===== config.mk =====
export PLATFORM = sky130hd
export DESIGN_NAME = condli_unit
export DESIGN_NICKNAME = d
export VERILOG_FILES = /design/src/rtl/condli_pkg.sv /design/src/rtl/condli_decode.sv /design/src/rtl/condli_compare.sv /design/src/rtl/condli_outreg.sv /design/src/rtl/condli_unit.sv
export SDC_FILE = /design/constraint.sdc
export NUM_CORES = 1
export LEC_CHECK = 0
export BUFFER_PORTS_ARGS = -buffer_cell sky130_fd_sc_hd__buf_2
export CORE_MARGIN = 2
export CORE_UTILIZATION = 50
export CTS_CLUSTER_SIZE = 14
export DETAILED_ROUTE_END_ITERATION = 6
export PLACE_DENSITY_LB_ADDON = 0.2
export REMOVE_ABC_BUFFERS = 1
export SYNTH_ARGS = -nofsm -noshare
export SYNTH_HDL_FRONTEND = slang
export SYNTH_HIERARCHICAL = 1
export SYNTH_SLANG_ARGS = --single-unit

===== constraint.sdc =====
create_clock -name clk -period 11.15 [get_ports clk]
set_input_delay 2.23 -clock clk [delete_from_list [all_inputs] [get_ports clk]]
set_output_delay 2.23 -clock clk [all_outputs]
set_load 0.005 [all_outputs]

===== src/rtl/condli_pkg.sv =====
package condli_pkg;

  localparam int INSTR_W = 32;
  localparam int OPC_W   = 7;
  localparam int REG_W   = 5;
  localparam int IMM_W   = 5;

  localparam logic [OPC_W-1:0] OPC_GROUP = 7'b1011011;
  localparam logic [1:0]       SEL_REG   = 2'b01;
  localparam logic [1:0]       SEL_IMM   = 2'b11;

  typedef enum logic {
    CMP_EQUALITY = 1'b0,
    CMP_ORDER    = 1'b1
  } cmp_kind_e;

  typedef struct packed {
    logic             legal;
    logic             imm_form;
    cmp_kind_e        kind;
    logic             is_unsigned;
    logic             invert;
    logic [REG_W-1:0] rd_idx;
  } dec_t;

endpackage


===== src/rtl/condli_decode.sv =====
module condli_decode
  import condli_pkg::*;
#(
  parameter int XLEN = 32
) (
  input  logic [INSTR_W-1:0] instr,
  output dec_t               dec,
  output logic [XLEN-1:0]    cmp_imm,
  output logic [XLEN-1:0]    load_val
);

  localparam int EXT_W = XLEN - IMM_W;

  logic [OPC_W-1:0] opc;
  logic [REG_W-1:0] f_rd;
  logic [REG_W-1:0] f_rs1;
  logic [REG_W-1:0] f_rs2;
  logic [2:0]       f_cond;
  logic [1:0]       f_sel;
  logic [IMM_W-1:0] f_load;

  logic opc_ok;
  logic sel_ok;
  logic cond_ok;
  logic regs_ok;
  logic unsigned_cmp;

  assign opc    = instr[6:0];
  assign f_rd   = instr[11:7];
  assign f_cond = instr[14:12];
  assign f_rs1  = instr[19:15];
  assign f_rs2  = instr[24:20];
  assign f_sel  = instr[26:25];
  assign f_load = instr[31:27];

  always_comb begin
    opc_ok       = (opc == OPC_GROUP);
    sel_ok       = (f_sel == SEL_REG) || (f_sel == SEL_IMM);
    cond_ok      = !(f_cond == 3'b010 || f_cond == 3'b011);
    regs_ok      = (f_rd != '0) && (f_rs1 != '0) &&
                   ((f_sel == SEL_IMM) || (f_rs2 != '0));
    unsigned_cmp = f_cond[2] & f_cond[1];

    dec.legal       = opc_ok & sel_ok & cond_ok & regs_ok;
    dec.imm_form    = (f_sel == SEL_IMM);
    dec.kind        = f_cond[2] ? CMP_ORDER : CMP_EQUALITY;
    dec.is_unsigned = unsigned_cmp;
    dec.invert      = f_cond[0];
    dec.rd_idx      = f_rd;

    if (unsigned_cmp) begin
      cmp_imm = {{EXT_W{1'b0}}, f_rs2};
    end else begin
      cmp_imm = {{EXT_W{f_rs2[IMM_W-1]}}, f_rs2};
    end
    load_val = {{EXT_W{f_load[IMM_W-1]}}, f_load};
  end

endmodule


===== src/rtl/condli_compare.sv =====
module condli_compare
  import condli_pkg::*;
#(
  parameter int XLEN       = 32,
  parameter bit SHARED_SUB = 1'b1
) (
  input  logic [XLEN-1:0] op_a,
  input  logic [XLEN-1:0] op_b,
  input  cmp_kind_e       kind,
  input  logic            is_unsigned,
  input  logic            invert,
  output logic            hit
);

  logic is_eq;
  logic is_lt;
  logic base;

  assign is_eq = (op_a == op_b);

  generate
    if (SHARED_SUB) begin : g_sub
      logic [XLEN:0] ext_a;
      logic [XLEN:0] ext_b;
      logic [XLEN:0] diff;
      always_comb begin
        ext_a = {(~is_unsigned) & op_a[XLEN-1], op_a};
        ext_b = {(~is_unsigned) & op_b[XLEN-1], op_b};
        diff  = ext_a - ext_b;
      end
      assign is_lt = diff[XLEN];
    end else begin : g_direct
      logic lt_s;
      logic lt_u;
      assign lt_s  = ($signed(op_a) < $signed(op_b));
      assign lt_u  = (op_a < op_b);
      assign is_lt = is_unsigned ? lt_u : lt_s;
    end
  endgenerate

  assign base = (kind == CMP_ORDER) ? is_lt : is_eq;
  assign hit  = base ^ invert;

endmodule


===== src/rtl/condli_outreg.sv =====
module condli_outreg
  import condli_pkg::*;
#(
  parameter int XLEN = 32
) (
  input  logic             clk,
  input  logic             rst,
  input  logic             in_valid,
  input  logic             legal,
  input  logic             hit,
  input  logic [XLEN-1:0]  load_val,
  input  logic [XLEN-1:0]  old_rd,
  input  logic [REG_W-1:0] rd_idx,
  output logic             out_valid,
  output logic             out_wen,
  output logic             out_illegal,
  output logic [REG_W-1:0] out_rd,
  output logic [XLEN-1:0]  out_wdata
);

  logic accept;
  assign accept = in_valid & legal;

  always_ff @(posedge clk) begin
    if (rst) begin
      out_valid   <= 1'b0;
      out_wen     <= 1'b0;
      out_illegal <= 1'b0;
      out_rd      <= '0;
      out_wdata   <= '0;
    end else begin
      out_valid   <= in_valid;
      out_wen     <= accept;
      out_illegal <= in_valid & ~legal;
      out_rd      <= accept ? rd_idx : '0;
      if (accept) begin
        out_wdata <= hit ? load_val : old_rd;
      end else begin
        out_wdata <= '0;
      end
    end
  end

endmodule


===== src/rtl/condli_unit.sv =====
module condli_unit
  import condli_pkg::*;
#(
  parameter int XLEN       = 32,
  parameter bit SHARED_SUB = 1'b1
) (
  input  logic               clk,
  input  logic               rst,
  input  logic               in_valid,
  input  logic [INSTR_W-1:0] in_instr,
  input  logic [XLEN-1:0]    in_rd_val,
  input  logic [XLEN-1:0]    in_rs1_val,
  input  logic [XLEN-1:0]    in_rs2_val,
  output logic               out_valid,
  output logic               out_wen,
  output logic               out_illegal,
  output logic [REG_W-1:0]   out_rd,
  output logic [XLEN-1:0]    out_wdata
);

  dec_t            dec;
  logic [XLEN-1:0] cmp_imm;
  logic [XLEN-1:0] load_val;
  logic [XLEN-1:0] second_op;
  logic            hit;

  condli_decode #(.XLEN(XLEN)) u_decode (
    .instr    (in_instr),
    .dec      (dec),
    .cmp_imm  (cmp_imm),
    .load_val (load_val)
  );

  assign second_op = dec.imm_form ? cmp_imm : in_rs2_val;

  condli_compare #(.XLEN(XLEN), .SHARED_SUB(SHARED_SUB)) u_compare (
    .op_a        (in_rs1_val),
    .op_b        (second_op),
    .kind        (dec.kind),
    .is_unsigned (dec.is_unsigned),
    .invert      (dec.invert),
    .hit         (hit)
  );

  condli_outreg #(.XLEN(XLEN)) u_outreg (
    .clk         (clk),
    .rst         (rst),
    .in_valid    (in_valid),
    .legal       (dec.legal),
    .hit         (hit),
    .load_val    (load_val),
    .old_rd      (in_rd_val),
    .rd_idx      (dec.rd_idx),
    .out_valid   (out_valid),
    .out_wen     (out_wen),
    .out_illegal (out_illegal),
    .out_rd      (out_rd),
    .out_wdata   (out_wdata)
  );

endmodule


==> impl_metrics.py <==
metrics = {
    "timing": {
        "timing.fmax_mhz": 164,
        "finalHoldViolCount": 0,
        "slew_violations": 0,
        "rsz0062_at_grt": "false",
        "finalCritPeriodShare": 0.546,
        "finalSetupViolations": 0,
        "max_slew_margin": 0.316,
        "finalCriticalPeriod_ns": 6.09,
        "tightest_slew_ns": 1.03,
        "tns_ns": 0,
    },
    "die": {
        "start_util": 0.510,
        "fp.dieW_um": 86.8,
        "core_sq_um": 6720,
        "fp-row-count": 30,
        "die_h_um": 86.8,
        "dieArea_sq_um": 7530,
        "ioPinCount": 171,
    },
    "grt": {
        "antenna_found_initial": 0,
        "grt_max_degree": 34,
        "grt_pass1_vias": 2472,
        "grt_usage": 0.171,
        "grt_pass1_wl_um": 10400,
        "gr-total-overflow": 0,
    },
    "layout": {
        "finalNonFillerCells": 537,
        "drive_above_1_share": 0.484,
        "antenna_cells": 0,
        "finalNetCount": 619,
        "final_cell_mix": "buf_2, dfxtp_1, nor2_1",
        "syn_to_final_growth_pct": 12.2,
        "layout_commonest_cell": "buf_2",
        "nFillCells": 620,
    },
    "power_and_ir_drop": {
        "p_int_mw": 0.286,
        "power_mw": 0.386,
        "p_clk_frac": 0.326,
        "p_sw_frac": 0.260,
        "power.share.sequential": 0.371,
        "power_frac_comb": 0.303,
        "vdd_drop_max_v": 0.0000571,
        "p_switching_mw": 0.100,
        "total_leakage_power_nw": 2.18,
        "p_per_area_nw_per_um2": 101,
    },
    "critical_path": {
        "cp_data_required_time_ns": 11.32,
        "crit_fanout": 32,
        "crit_path_max_incr_delay_ns": 0.80,
        "arrival_ns": 6.26,
        "crit_path_end_kind": "flip-flop",
        "slowest_stage": "nor2b_2",
        "crit_type": "in2reg",
        "critPathTopFamily": "simple AND/OR/NAND/NOR gates",
        "worst-path-buf-inv": 3,
        "start_kind": "input port",
        "path_cells": "buf_2 > and2_1 > nor2b_2 > mux2_4 > inv_1 > ha_1 > nand4_1 > nor4_2 > a2bb2oi_1 > a211oi_2 > o211ai_1 > o311ai_1 > xor2_4 > buf_4 > mux2i_1 > nor2_1",
    },
    "route": {
        "drt-total-wl_um": 6620,
        "drt_first_pass_iters": 4,
        "drt_iter0_drc": 104,
        "wl_per_cell_um": 12.3,
        "detail_route.vias_per_cell": 4.82,
        "final_antenna_net_count": 0,
        "vias": 2586,
        "post-route-drc-count": 0,
    },
    "clocking": {
        "cts_tree": "yes",
        "htree_levels": 2,
        "cts-buffers-inserted": 5,
        "cts_resized": 0,
        "holdBufCountCts": 0,
        "cts.path.max_buffers": 2,
        "clk_pin_slew_ns": 0.08,
        "cts_sinks": 40,
        "cts_setup_buffers": 0,
        "root_buffer": "clkbuf_8",
    },
    "outcome": {
        "outcome": "finished clean",
    },
    "yosys": {
        "synth_compound_area_frac": 0.0559,
        "synth_cell_types": 41,
        "mappedNetlistArea_sq_um": 3430,
        "synth.avg_cell_area_sq_um": 9.52,
        "syn_inst": 360,
        "async_flop_share": 0,
        "synth_top_family_by_area": "buffers and inverters",
        "synth_seq_cells": 40,
        "synthAdderAreaFrac": 0.117,
        "synth_edf_count": 0,
        "yosys.area_share.simple": 0.118,
        "ys.flop_type": "dfxtp_1",
        "synth.area.mux_share": 0.231,
        "yosys_warnings": 6,
        "seq_area_frac_synth": 0.234,
        "synth_xor_area_frac": 0.00511,
    },
    "hold_path": {
        "hp-class": "in2reg",
        "min_to": "u_outreg/out_valid",
        "worstHoldStart": "rst",
        "hold_depth": 2,
    },
    "flow_run": {
        "cap_viol_max_count": 0,
    },
    "placement": {
        "gp_congestion": 0.787,
        "place_hpwl_um": 5460,
        "portBuffers": 170,
        "place_inst": 529,
    },
}
layer usage:
layer,GRT usage,share of wire
met2,0.318,0.51
met4,0.0384,0.0086
met1,0.188,0.40
met3,0.0533,0.085
met5,0,0
cell families (layout without fill, tap and decap cells):
family,after synthesis,count (layout)
buffers and inverters,116,213
adders and majority gates,32,32
muxes,64,64
DFF,40,40
and+or+nand+nor,77,77
xor gates and xnor gates,2,2
AOI/OAI and AO/OA,29,29
power by group through the flow:
stage               logic, mW  registers (mW)  clock network [mW]
floorplan              0.0814           0.147                   0
global placement        0.115           0.147                   0
detailed placement      0.118           0.147                   0
CTS                     0.118           0.143               0.130
global route            0.131           0.143               0.134
finish                  0.117           0.143               0.126
stage by stage:
stage	cell area, sq um	setup WS (ns)	util	hold WS (ns)
6_report	3840	5.06	0.572	2.13
5_1_grt	3840	4.65	0.572	2.13
4_1_cts	3840	5.04	0.572	2.12
3_5_place_dp	3720	4.73	0.553	2.43
3_3_place_gp	3720	4.82	0.553	2.42
2_1_floorplan	2740	3.33	-	2.31
registers in the layout, indices dropped and copies added, names as in the netlist:
signal                flops
u_outreg/out_valid        1
u_outreg/out_wdata       32
u_outreg/out_wen          1
u_outreg/out_rd           5
u_outreg/out_illegal      1
cells in the mapped netlist, types with 3 or more instances:
master	number	area, sq um
mux2_4	30	450
inv_1	33	124
a21oi_1	12	60.1
or4_1	3	22.5
ha_1	32	400
nor2_1	37	139
nand2_1	8	30.0
o211ai_1	3	22.5
buf_4	71	533
nor2b_1	4	25.0
o21ai_0	4	20.0
dfxtp_1	40	801
buf_2	3	15.0
buf_12	6	120
and2_1	7	43.8
mux2i_1	32	320
nand4_1	5	31.3
how the worst max path moves through the flow:
stage	startpoint	endpoint	slack [ns]	cells after the start
floorplan	in_instr[25]	u_outreg/out_wdata[0]	3.33	13
global placement	in_instr[14]	u_outreg/out_wdata[22]	4.82	15
detailed placement	in_instr[14]	u_outreg/out_wdata[7]	4.73	16
CTS	in_instr[14]	u_outreg/out_wdata[30]	5.04	16
global route	in_instr[14]	u_outreg/out_wdata[7]	4.65	16
finish	in_instr[14]	u_outreg/out_wdata[7]	5.06	16
area by class of cell:
| cell class | count | area [sq um] | area share |
|---|---|---|---|
| Inverter | 34 | 128 | 0.0332 |
| Clock inverter | 1 | 30.0 | 0.00781 |
| Sequential cell | 40 | 801 | 0.208 |
| Timing Repair Buffer | 171 | 858 | 0.223 |
| Clock buffer | 7 | 96.3 | 0.0251 |
| Tap cell | 80 | 100 | 0.0260 |
| Multi-Input combinational cell | 204 | 1830 | 0.476 |
Power figures use the tool's default switching activity.
